File: src/rtl/wrg_pkg.sv
package wrg_pkg;
  localparam int ADDR_W = 2;

  typedef enum logic [ADDR_W-1:0] {
    REG_GATE    = 2'd0,
    REG_CNTEN   = 2'd1,
    REG_AUTODIS = 2'd2,
    REG_CAUSE   = 2'd3
  } wrg_reg_e;
endpackage

File: src/rtl/wrg_cfg_regs.sv
module wrg_cfg_regs
  import wrg_pkg::*;
#(
  parameter int              NUM_CL   = 2,
  parameter logic [NUM_CL-1:0] MASK_INV = '0
) (
  input  logic              clk,
  input  logic              rst,
  input  logic              wr_en,
  input  logic [ADDR_W-1:0] wr_addr,
  input  logic [NUM_CL-1:0] wr_data,
  output logic [NUM_CL-1:0] gate_q,
  output logic [NUM_CL-1:0] cnten_q,
  output logic [NUM_CL-1:0] autodis_q
);
  // Power-on value blocks every cluster in its own polarity
  localparam logic [NUM_CL-1:0] GATE_RST = ~MASK_INV;

  always_ff @(posedge clk) begin
    if (rst) begin
      gate_q    <= GATE_RST;
      cnten_q   <= '0;
      autodis_q <= '0;
    end else if (wr_en) begin
      case (wrg_reg_e'(wr_addr))
        REG_GATE:    gate_q    <= wr_data;
        REG_CNTEN:   cnten_q   <= wr_data;
        REG_AUTODIS: autodis_q <= wr_data;
        default: ;
      endcase
    end
  end

  // configuration returns to its blocked, stopped state after power-on
  p_cfg_por_r1: assert property (@(posedge clk)
    rst |=> (cnten_q == '0 && autodis_q == '0 && gate_q == GATE_RST));
endmodule

File: src/rtl/wrg_gate.sv
module wrg_gate #(
  parameter int                NUM_CL   = 2,
  parameter logic [NUM_CL-1:0] MASK_INV = '0
) (
  input  logic [NUM_CL-1:0] req,
  input  logic [NUM_CL-1:0] gate,
  input  logic [NUM_CL-1:0] autodis,
  input  logic [NUM_CL-1:0] held,
  output logic [NUM_CL-1:0] pass
);
  logic [NUM_CL-1:0] blocked;

  for (genvar c = 0; c < NUM_CL; c++) begin : g_cl
    if (MASK_INV[c]) begin : g_inv
      assign blocked[c] = ~gate[c];
    end else begin : g_dir
      assign blocked[c] = gate[c];
    end
  end

  assign pass = req & ~blocked & ~(autodis & held);
endmodule

File: src/rtl/wrg_stretch.sv
module wrg_stretch #(
  parameter int STRETCH = 16
) (
  input  logic clk,
  input  logic rst,
  input  logic trig,
  output logic active
);
  localparam int CW = $clog2(STRETCH + 1);
  localparam logic [CW-1:0] LOAD = CW'(STRETCH);

  logic [CW-1:0] cnt_q;

  always_ff @(posedge clk) begin
    if (rst)                cnt_q <= '0;
    else if (trig)          cnt_q <= LOAD;
    else if (cnt_q != '0)   cnt_q <= cnt_q - 1'b1;
  end

  assign active = (cnt_q != '0);

  // Checker: length of the current high run, saturating
  logic [CW-1:0] run_q;
  always_ff @(posedge clk) begin
    if (rst)                        run_q <= '0;
    else if (!active)               run_q <= '0;
    else if (run_q != LOAD)         run_q <= run_q + 1'b1;
  end

  // a request reaches the output on the next cycle
  p_rise_after_trig_r7: assert property (@(posedge clk) disable iff (rst)
    trig |=> active);
  // no pulse shorter than the minimum width
  p_min_width_r7: assert property (@(posedge clk) disable iff (rst)
    $fell(active) |-> (run_q == LOAD));
endmodule

File: src/rtl/wrg_cause.sv
module wrg_cause #(
  parameter int NUM_CL = 2
) (
  input  logic              clk,
  input  logic              rst,
  input  logic [NUM_CL-1:0] pass,
  input  logic              in_event,
  input  logic              clr_en,
  input  logic [NUM_CL-1:0] clr_bits,
  output logic [NUM_CL-1:0] cause_q
);
  logic [NUM_CL-1:0] kept;

  assign kept = clr_en ? (cause_q & ~clr_bits) : cause_q;

  always_ff @(posedge clk) begin
    if (rst)                        cause_q <= '0;
    else if (!in_event && |pass)    cause_q <= pass;
    else                            cause_q <= kept | pass;
  end

  // every cluster that gets through is recorded
  p_cause_set_r9: assert property (@(posedge clk) disable iff (rst)
    (|pass) |=> ((cause_q & $past(pass)) == $past(pass)));
  // without a clear or a new request the cause is held
  p_cause_hold_r10: assert property (@(posedge clk) disable iff (rst)
    (!clr_en && pass == '0) |=> $stable(cause_q));
endmodule

File: src/rtl/wdt_reset_gate.sv
module wdt_reset_gate
  import wrg_pkg::*;
#(
  parameter int                NUM_CL   = 2,
  parameter logic [NUM_CL-1:0] MASK_INV = 2'b10,
  parameter int                STRETCH  = 16
) (
  input  logic              clk,
  input  logic              rst,
  input  logic              cfg_wr,
  input  logic [1:0]        cfg_addr,
  input  logic [NUM_CL-1:0] cfg_wdata,
  output logic [NUM_CL-1:0] cfg_rdata,
  input  logic [NUM_CL-1:0] wdt_rst_req,
  input  logic [NUM_CL-1:0] cpu_held,
  output logic [NUM_CL-1:0] wdt_cnt_en,
  output logic              sys_rst
);
  logic [NUM_CL-1:0] gate_w, cnten_w, autodis_w, pass_w, cause_w;
  logic              clr_en;

  wrg_cfg_regs #(.NUM_CL(NUM_CL), .MASK_INV(MASK_INV)) u_cfg (
    .clk       (clk),
    .rst       (rst),
    .wr_en     (cfg_wr),
    .wr_addr   (cfg_addr),
    .wr_data   (cfg_wdata),
    .gate_q    (gate_w),
    .cnten_q   (cnten_w),
    .autodis_q (autodis_w)
  );

  wrg_gate #(.NUM_CL(NUM_CL), .MASK_INV(MASK_INV)) u_gate (
    .req     (wdt_rst_req),
    .gate    (gate_w),
    .autodis (autodis_w),
    .held    (cpu_held),
    .pass    (pass_w)
  );

  wrg_stretch #(.STRETCH(STRETCH)) u_stretch (
    .clk    (clk),
    .rst    (rst),
    .trig   (|pass_w),
    .active (sys_rst)
  );

  assign clr_en = cfg_wr && (wrg_reg_e'(cfg_addr) == REG_CAUSE);

  wrg_cause #(.NUM_CL(NUM_CL)) u_cause (
    .clk      (clk),
    .rst      (rst),
    .pass     (pass_w),
    .in_event (sys_rst),
    .clr_en   (clr_en),
    .clr_bits (cfg_wdata),
    .cause_q  (cause_w)
  );

  assign wdt_cnt_en = cnten_w;

  always_ff @(posedge clk) begin
    if (rst) begin
      cfg_rdata <= '0;
    end else begin
      case (wrg_reg_e'(cfg_addr))
        REG_GATE:    cfg_rdata <= gate_w;
        REG_CNTEN:   cfg_rdata <= cnten_w;
        REG_AUTODIS: cfg_rdata <= autodis_w;
        default:     cfg_rdata <= cause_w;
      endcase
    end
  end

  // the system reset only rises because some cluster got through
  p_rise_has_source_r8: assert property (@(posedge clk) disable iff (rst)
    $rose(sys_rst) |-> $past(|pass_w));
  // counter enable output tracks its register write
  p_cnten_follow_r6: assert property (@(posedge clk) disable iff (rst)
    (cfg_wr && wrg_reg_e'(cfg_addr) == REG_CNTEN) |=> (wdt_cnt_en == $past(cfg_wdata)));
endmodule

File: config.mk
export PLATFORM = sky130hd
export DESIGN_NAME = wdt_reset_gate
export DESIGN_NICKNAME = d
export VERILOG_FILES = /design/src/rtl/wrg_pkg.sv /design/src/rtl/wrg_cfg_regs.sv /design/src/rtl/wrg_gate.sv /design/src/rtl/wrg_stretch.sv /design/src/rtl/wrg_cause.sv /design/src/rtl/wdt_reset_gate.sv
export SDC_FILE = /design/constraint.sdc
export NUM_CORES = 1
export LEC_CHECK = 0
export ABC_AREA = 1
export BUFFER_PORTS_ARGS = -buffer_cell sky130_fd_sc_hd__buf_2
export CAP_MARGIN = 30
export CORE_AREA = 2 2 40 42
export CTS_CLUSTER_SIZE = 10
export DETAILED_ROUTE_END_ITERATION = 10
export DIE_AREA = 0 0 42 44
export HOLD_SLACK_MARGIN = 0.03
export PLACE_DENSITY = 0.85
export SLEW_MARGIN = 25
export SYNTH_ARGS = -nofsm -noshare
export SYNTH_HDL_FRONTEND = slang
export SYNTH_SLANG_ARGS = --single-unit
File: constraint.sdc
create_clock -name clk -period 2.5 [get_ports clk]
set_input_delay 0.5 -clock clk [delete_from_list [all_inputs] [get_ports clk]]
set_output_delay 0.5 -clock clk [all_outputs]
set_load 0.03 [all_outputs]
==> flow_metrics.py, run 1 <==
metrics = {
    "timing": {
        "fin_ws_ns": 0.608,
        "rsz0062_at_grt": "false",
        "setup_viol": 0,
        "hold_viol_final": 0,
        "report.final.slew_viol_count": 0,
        "fmax_mhz": 529,
        "hold_slack_ns": 0.451,
        "slew_headroom_pct": 84.4,
        "tightest_slew_ns": 0.233,
        "finalCritPeriodShare_pct": 75.7,
        "skew_ns": 0.0142,
        "tns_ns": 0,
        "fin_crit_ns": 1.89,
    },
    "clock_network": {
        "clk-insertion-delay-late_ns": 0.30,
        "clock_tree.htree_level_count": 1,
        "clk_pin_slew_ns": 0.11,
        "clockBufferDepth": 2,
        "hold_buffers": 0,
        "numCtsBuffers": 3,
        "cts_tree": "built",
        "post_cts_buffers": 0,
        "cts-resized-gates": 0,
        "cts_root_buf": "clkbuf_4",
        "cts.sinks": 15,
    },
    "power": {
        "p_leak_uw": 0.000392,
        "vdd_drop_max_mv": 0.494,
        "p_per_area_nw_per_um2": 801,
    },
    "worst_setup_path": {
        "end_kind": "output port",
        "path_class": "reg2out",
        "path_delay_family": "flip-flops",
        "r2r-start": "u_stretch.cnt_q[0]",
        "path_cells": "inv_1, ha_1, nand2_2, nor2_4, inv_1, buf_2",
        "cpMostUsedCell": "inv_1",
        "critPathMaxStageDelay_ns": 0.37,
        "ff2ff_setup_slack_ns": 1.30,
        "critPathMaxFanout": 5,
        "cp_slowest_cell": "dfxtp_1",
        "reg2reg_depth": 6,
        "start_kind": "flip-flop",
        "cp.arrival_ns": 1.39,
        "cp-startpoint": "u_stretch.cnt_q[0]",
        "path_depth": 6,
        "crit-reg2reg-capture": "u_stretch.cnt_q[3]",
        "cp-endpoint": "sys_rst",
        "path_buf_inv": 3,
        "cp.required_ns": 2.00,
    },
    "global_route": {
        "grt_pass1_vias": 618,
        "antenna_found_initial": 0,
        "grt_pass1_wl_mm": 2.52,
        "grt_start_max_net_pins": 11,
        "gr-total-overflow": 0,
        "grt_use_total_pct": 18.4,
    },
    "place": {
        "pre_cts_slack_ns": 0.947,
        "gp_congestion": 0.811,
        "io_buffers": 15,
        "dpl.hpwl_mm": 1.11,
    },
    "finish": {
        "drive_gt1_share_pct": 25.0,
        "syn_to_final_growth_pct": 17.7,
        "most-common-layout-cells": "nand2_1 (22), dfxtp_1 (15), buf_2 (15)",
        "fin_nets": 129,
        "n_antenna_cell": 0,
        "final_common_cell": "nand2_1",
        "fillers": 123,
    },
    "logic_synthesis": {
        "ys_warn_count": 0,
        "synth_cell_types": 17,
        "synth.net_count": 109,
        "avgSynthCellArea_sq_um": 7.30,
        "ys_ff_latch": 15,
        "syn_inst": 97,
        "ys_seq_area_share_pct": 42.4,
        "syn_area_sq_um": 708,
    },
    "status": {
        "status": "completed",
    },
    "detailed_routing": {
        "drc": 0,
        "post_drt_wl_per_cell_um": 11.1,
        "antenna_left": 0,
        "vias_per_cell": 5.11,
        "via_count": 675,
        "wl_mm": 1.47,
        "dr.pass1.iters": 4,
        "drt-initial-drc-count": 16,
    },
    "run": {
        "timing.max_cap.violations": 0,
    },
    "floorplan": {
        "die_area_sq_um": 1850,
        "coreArea_sq_um": 1420,
        "die_h_um": 44,
        "die_x_um": 42,
        "initial_core_util_pct": 49.9,
        "rows": 14,
        "num_io_pins": 16,
    },
    "hold_path": {
        "hold_path.class": "in2reg",
    },
}
[state kept, by name, summed over array words and instances, names as in the netlist]
signal,cells
cfg_rdata,2
u_cfg.autodis_q,2
u_cfg.gate_q,2
u_cause.cause_q,2
u_cfg.cnten_q,2
u_stretch.cnt_q,5
[synth_stat cells (all sizes together)]
master | n | share of area [%]
nor2 | 11 | 8.3
or2 | 1 | 0.88
nor3 | 1 | 0.71
inv | 16 | 8.5
nand2 | 24 | 13
nand3 | 9 | 8.5
a21oi | 10 | 7.1
xnor2 | 2 | 2.5
o21ai | 4 | 2.8
dfxtp | 15 | 42
ha | 1 | 1.8
o211ai | 3 | 3.2
[cells by family (layout without fill, tap and decap cells)]
logic type / after synthesis / in the layout / synth area share [%]
AO/OA/AOI/OAI: 17 / 17 / 13.1
XOR/XNOR: 2 / 2 / 2.47
adder cells (fa/ha/maj): 1 / 1 / 1.77
buffers and inverters: 16 / 35 / 8.48
flip-flops: 15 / 15 / 42.4
AND/OR/NAND/NOR: 46 / 46 / 31.8
[worst register-to-register path, cell delays in order, from the launching register on]
cell and delay, ns:
dfxtp_1 0.37, inv_1 0.07, ha_1 0.23, nand2_2 0.11, nor2_4 0.05, or2_1 0.24
nor2_1 0.08
[layer usage]
| layer | global-route usage, % | up-vias | wire length [um] |
|---|---|---|---|
| met3 | 7.08 | 4 | 83 |
| li1 | - | 346 | - |
| met1 | 20.6 | 307 | 637 |
| met5 | 0 | - | 0 |
| met2 | 32.2 | 18 | 730 |
| met4 | 5.81 | 0 | 19 |
[how the worst min path moves through the flow]
stage / from / end / slack [ns] / cells past startpoint
CTS: rst / u_cfg.cnten_q[1] / 0.46 / 2
detailed placement: u_cfg.autodis_q[1] / u_cfg.autodis_q[1] / 0.46 / 2
global placement: u_cfg.autodis_q[0] / u_cfg.autodis_q[0] / 0.46 / 2
global route: rst / u_cfg.cnten_q[0] / 0.46 / 2
finish: rst / u_cfg.cnten_q[1] / 0.45 / 2
floorplan: u_cfg.autodis_q[0] / u_cfg.autodis_q[0] / 0.43 / 2
[per-stage QoR]
stage	area [sq um]	utilization, %	instances	power [uW]
after global placement	803	56.6	128	509
after CTS	833	58.7	132	669
after floorplan	708	-	97	466
after global routing	833	58.7	132	714
final	833	58.7	132	668
after detailed placement	803	56.6	128	519
[report_power, final]
part / total [uW] / internal, uW / switching, uW
Sequential: 290 / 268 / 21.9
Clock: 149 / 61.0 / 88.4
Combinational: 228 / 86.5 / 141
[final cells by class]
type                    count  area [sq um]  area share [%]
clock inverters             1          7.51           0.901
repair buffers             15          75.1            9.01
well taps                  16          20.0            2.40
inverters                  16          60.1            7.21
clock buffers               3          22.5            2.70
multi-input cells          66           348            41.7
flip-flops and latches     15           300            36.0
Power figures use the tool's default switching activity.
==> inputs of run 2 (changes only) <==
CORE_AREA = 2 2 41 43   (was 2 2 40 42)
DIE_AREA = 0 0 43 45   (was 0 0 42 44)
PLACE_DENSITY = 0.82   (was 0.85)
clock period = 1.8 ns   (was 2.5 ns; I/O delays follow)
==> run 2 against run 1 <==
Setup slack got worse by 0.51 ns. Cell count rose by 0.76%. Core utilization fell by 0.82 points. Routed wire length fell by 7.8%. Highest routed layer unchanged. Critical endpoint unchanged.
==> flow_metrics.py, run 2 (synthesis results as in run 1) <==
metrics = {
    "worst_setup_path": {
        "path_cells": "inv_1, ha_4, nand2_2, nor2_4, inv_1, clkbuf_4",
        "path_delay_family": "buffers and inverters",
        "start_kind": "flip-flop",
        "cp.arrival_ns": 1.34,
        "path_buf_inv": 3,
        "critPathMaxStageDelay_ns": 0.33,
        "cpMostUsedCell": "inv_1",
        "critPathMaxFanout": 5,
        "cp.required_ns": 1.44,
        "path_class": "reg2out",
        "end_kind": "output port",
        "cp_slowest_cell": "dfxtp_1",
    },
    "timing": {
        "tightest_slew_ns": 0.252,
        "hold_viol_final": 0,
        "hold_slack_ns": 0.338,
        "fin_crit_ns": 1.70,
        "setup_viol": 0,
        "rsz0062_at_grt": "false",
        "skew_ns": 0.00320,
        "report.final.slew_viol_count": 0,
        "finalCritPeriodShare_pct": 94.6,
        "tns_ns": 0,
        "slew_headroom_pct": 83.1,
        "fmax_mhz": 587,
    },
    "hold_path": {
        "hold_path.class": "in2reg",
    },
    "detailed_routing": {
        "wl_mm": 1.36,
        "via_count": 658,
        "vias_per_cell": 4.95,
        "dr.pass1.iters": 4,
        "post_drt_wl_per_cell_um": 10.2,
        "drc": 0,
        "drt-initial-drc-count": 15,
        "antenna_left": 0,
    },
    "finish": {
        "seqCellArea_sq_um": 300,
        "multi_input_area_sq_um": 360,
        "final_common_cell": "nand2_1",
        "n_antenna_cell": 0,
        "largest_reg_flops": 5,
        "most-common-layout-cells": "nand2_1 (22), dfxtp_1 (15), buf_2 (14)",
        "fin_nets": 130,
        "top_register": "u_stretch.cnt_q",
        "final_core_util_pct": 57.9,
        "syn_to_final_growth_pct": 20.3,
        "fillers": 141,
        "stdcell_count": 133,
        "drive_gt1_share_pct": 26.5,
    },
    "floorplan": {
        "coreArea_sq_um": 1470,
        "initial_core_util_pct": 48.1,
        "die_x_um": 43,
        "die_h_um": 45,
        "num_io_pins": 16,
        "die_area_sq_um": 1940,
        "rows": 14,
    },
    "power": {
        "p_per_area_nw_per_um2": 1140,
        "vdd_drop_max_mv": 0.713,
        "p_leak_uw": 0.000398,
        "p_total_uw": 972,
    },
    "global_route": {
        "grt_start_max_net_pins": 9,
        "grt_use_total_pct": 16.5,
        "gr-total-overflow": 0,
        "grt_pass1_wl_mm": 2.37,
        "antenna_found_initial": 0,
        "grt_pass1_vias": 568,
    },
    "place": {
        "io_buffers": 15,
        "gp_congestion": 0.785,
        "dpl.hpwl_mm": 1.06,
        "dpl.cell_count": 128,
    },
    "clock_network": {
        "clock_tree.htree_level_count": 1,
        "clockBufferDepth": 2,
        "clk_pin_slew_ns": 0.09,
        "cts.sinks": 15,
        "clk-insertion-delay-late_ns": 0.27,
        "cts_tree": "built",
        "hold_buffers": 0,
        "cts_root_buf": "clkbuf_4",
        "numCtsBuffers": 3,
    },
    "status": {
        "status": "completed",
    },
    "run": {
        "timing.max_cap.violations": 0,
    },
}
run 2: changes by cell type in the layout (fill, tap and decap cells not counted), sizes merged:
| cell | delta |
|---|---|
| clkbuf | +2 |
| clkinvlp | -1 |
run 2: routing by layer:
metal / share of wire, % / GRT usage (%) / vias up
li1: - / - / 355
met1: 48 / 20.6 / 290
met2: 47 / 26.7 / 11
met3: 4.2 / 4.80 / 2
met4: 0.52 / 7.27 / 0
met5: 0 / 0 / -
run 2: through the flow:
step           setup slack [ns]  area (sq um)
2_1_floorplan             0.483           708
3_3_place_gp              0.425           803
3_5_place_dp              0.390           803
4_1_cts                  0.0794           830
5_1_grt                 0.00922           852
6_report                 0.0973           852
run 2: path summary, 6_finish.rpt:
path / endpoint / from / slack (ns) / cells after the start
worst max register to register: u_stretch.cnt_q[1] / u_stretch.cnt_q[1] / 0.63 / 7
worst min-delay path: u_cfg.cnten_q[0] / rst / 0.34 / 2
worst max-delay path: sys_rst / u_stretch.cnt_q[1] / 0.1 / 6
worst min register to register: u_cfg.autodis_q[1] / u_cfg.autodis_q[1] / 0.47 / 2
run 2: timing repair:
action,in CTS,in global routing
setup buffers,0,1
gates resized for setup,0,4
setup endpoints to repair,0,1
run 2: where the power goes:
part | total, uW | switching [uW] | internal [uW]
clock network | 185 | 99.7 | 85.8
logic | 384 | 213 | 171
registers | 403 | 30.6 | 373
run 2: layout make-up:
| class | instances | area share (%) |
|---|---|---|
| multi-input combinational | 66 | 42.3 |
| inverter | 16 | 7.05 |
| sequential | 15 | 35.2 |
| timing repair buffer | 16 | 9.99 |
| clock buffer | 4 | 3.08 |
| tap | 16 | 2.35 |
==> inputs of run 3 (changes only) <==
ABC_AREA = default   (was 1)
CORE_AREA = 5 5 44 46   (was 2 2 41 43)
DIE_AREA = 0 0 49 51   (was 0 0 43 45)
PLACE_DENSITY = 0.81   (was 0.82)
==> run 3 against run 2 <==
Count of clock-buffer cells in the layout is 1 lower. Core utilization is 0.85 points higher. Critical path depth is 2 lower. Design area is 1.5% higher. Flip-flop and latch count stayed put. Routed wire length is 12% higher. Cell count is 20% lower. Global-route usage is 4.0 points lower. Synthesized area is 1.9% lower. Largest cell class unchanged.
==> flow_metrics.py, run 3 <==
metrics = {
    "power": {
        "p_int_uw": 753,
        "p_clk_share_pct": 16.1,
        "p_switching_uw": 391,
        "vdd_drop_max_mv": 0.624,
        "combPwrFrac_pct": 46.6,
        "swShare_pct": 34.2,
        "p_leak_uw": 0.000370,
        "p_seq_share_pct": 37.3,
        "p_per_area_nw_per_um2": 1320,
    },
    "worst_setup_path": {
        "cp.arrival_ns": 1.42,
        "end_kind": "output port",
        "path_class": "reg2out",
        "critPathMaxFanout": 2,
        "cp.required_ns": 1.44,
        "start_kind": "flip-flop",
    },
    "timing": {
        "finalCritPeriodShare_pct": 99.0,
        "slew_headroom_pct": 71.1,
        "rsz0062_at_grt": "true",
        "fmax_mhz": 561,
        "setup_viol": 0,
        "hold_viol_final": 0,
        "skew_ns": 0.00382,
        "tightest_slew_ns": 0.433,
        "fin_crit_ns": 1.78,
        "report.final.slew_viol_count": 0,
        "fin_ws_ns": 0.0175,
        "tns_ns": 0,
    },
    "global_route": {
        "grt_pass1_wl_mm": 2.43,
        "antenna_found_initial": 0,
        "grt_pass1_vias": 586,
        "gr-total-overflow": 0,
        "grt_use_total_pct": 12.5,
        "grt_start_max_net_pins": 10,
    },
    "clock_network": {
        "cts.sinks": 15,
        "clockBufferDepth": 2,
        "clk-insertion-delay-late_ns": 0.27,
        "cts_tree": "built",
        "clock_tree.htree_level_count": 1,
        "clk_pin_slew_ns": 0.09,
        "numCtsBuffers": 3,
        "cts_root_buf": "clkbuf_4",
        "hold_buffers": 0,
    },
    "detailed_routing": {
        "wl_mm": 1.51,
        "post_drt_wl_per_cell_um": 14.3,
        "dr.pass1.iters": 3,
        "drc": 0,
        "drt-initial-drc-count": 14,
        "vias_per_cell": 5.41,
        "antenna_left": 0,
        "via_count": 573,
    },
    "logic_synthesis": {
        "ys_warn_count": 0,
        "synth_top_cell_area_share_pct": 43.2,
        "avgSynthCellArea_sq_um": 10.2,
        "synth.net_count": 80,
        "synth_cell_types": 25,
        "synth_commonest_cells": "dfxtp_1 (15), nor2_1 (7), mux2i_1 (6)",
        "ys_seq_area_share_pct": 43.2,
        "ys_ff_latch": 15,
        "yosysMostFrequentCell": "dfxtp_1",
        "synth-async-reset-ratio_pct": 0,
        "synth_top_cell_by_area": "dfxtp_1",
        "synthTopCellsByArea": "dfxtp_1 (43%), mux2i_1 (8.6%), mux4_2 (6.5%)",
        "syn_area_sq_um": 694,
        "syn_inst": 68,
        "synth_edf_count": 0,
        "ys.flop_type": "dfxtp_1",
    },
    "place": {
        "dpl.cell_count": 98,
        "io_buffers": 15,
        "dpl.hpwl_mm": 1.09,
        "gp_congestion": 0.785,
        "pre_cts_slack_ns": 0.173,
    },
    "floorplan": {
        "die_area_sq_um": 2500,
        "die_h_um": 51,
        "coreArea_sq_um": 1470,
        "rows": 14,
        "die_x_um": 49,
        "num_io_pins": 16,
        "initial_core_util_pct": 47.2,
    },
    "hold_path": {
        "hold_path.class": "in2reg",
    },
    "finish": {
        "fin_nets": 103,
        "drive_gt1_share_pct": 41.1,
        "stdcell_count": 106,
        "largest_reg_flops": 5,
        "final_common_cell": "buf_2",
        "syn_to_final_growth_pct": 24.5,
        "most-common-layout-cells": "buf_2 (14), dfxtp_1 (13), nor2_1 (7)",
        "fillers": 122,
        "top_register": "u_stretch.cnt_q",
        "n_antenna_cell": 0,
    },
    "run": {
        "timing.max_cap.violations": 0,
    },
    "status": {
        "status": "completed",
    },
}
run 3: cell types whose count changed after synthesis, moves of 3 or more:
cell	delta
and2_1	+4
o211ai_1	-3
o21ai_0	-3
inv_1	-11
nor3b_1	+3
mux2i_1	+6
nand3_2	-3
a21oi_1	-10
nand3_1	-4
nand2_1	-20
run 3: power by group through the flow:
stage               Sequential, uW  Combinational, uW  Clock (uW)
finish                         427                533         184
detailed placement             427                383           0
CTS                            423                481         192
floorplan                      424                321           0
global placement               424                372           0
global route                   434                582         209
run 3: worst max-delay path: stages, from the launching register on:
cell and delay, ns:
dfxtp_2 0.33, inv_2 0.06, ha_4 0.13, or4b_4 0.47
buf_6 0.16
run 3: routing by layer:
metal	track usage (%)	vias up	part of all wire (%)
met5	0	-	0
met4	6.73	0	1.5
met3	3.20	2	4.0
met2	20.9	13	49
met1	14.7	272	45
li1	-	286	-
run 3: area by class of cell:
cell class	instances	area [sq um]	share of cell area (%)
Clock inverter	1	5.00	0.579
Timing Repair Buffer	20	119	13.7
Clock buffer	3	22.5	2.60
Inverter	3	11.3	1.30
Sequential cell	15	303	35.0
Multi-Input combinational cell	48	384	44.4
Tap cell	16	20.0	2.32
run 3: final timing paths:
check,start,endpoint,slack (ns),cells after the start
min reg2reg,u_cause.cause_q[1],u_cause.cause_q[1],0.52,2
max reg2reg,u_stretch.cnt_q[0],u_cause.cause_q[1],0.24,6
max,u_stretch.cnt_q[0],sys_rst,0.02,4
min,cfg_wdata[0],u_cfg.gate_q[0],0.37,3
run 3: metrics by stage:
| stage | power (uW) | utilization [%] | cell area, sq um | hold WS [ns] |
|---|---|---|---|---|
| detailed placement | 810 | 53.1 | 782 | 0.502 |
| global route | 1220 | 58.8 | 865 | 0.381 |
| CTS | 1100 | 57.6 | 847 | 0.364 |
| global placement | 797 | 53.1 | 782 | 0.470 |
| finish | 1140 | 58.8 | 865 | 0.373 |
| floorplan | 745 | - | 694 | 0.444 |
run 3: cells by family (layout without fill, tap and decap cells):
group                    count (synthesis)  after routing  synth area share [%]
adder cells (fa/ha/maj)                  1              1                  1.80
buffers and inverters                    5             27                  3.78
XOR/XNOR                                 3              3                  3.78
AO/OA/AOI/OAI                            6              6                  6.49
multiplexers                             8              8                  15.1
AND/OR/NAND/NOR                         30             30                  25.8
flip-flops                              15             15                  43.2
run 3: what timing repair did:
| item | 4_1_cts | 5_1_grt |
|---|---|---|
| pin swaps | 1 | 1 |
| cloned | 0 | 0 |
| setup endpoints to repair | 1 | 1 |
| setup buffers | 3 | 1 |
| gates resized for setup | 8 | 1 |
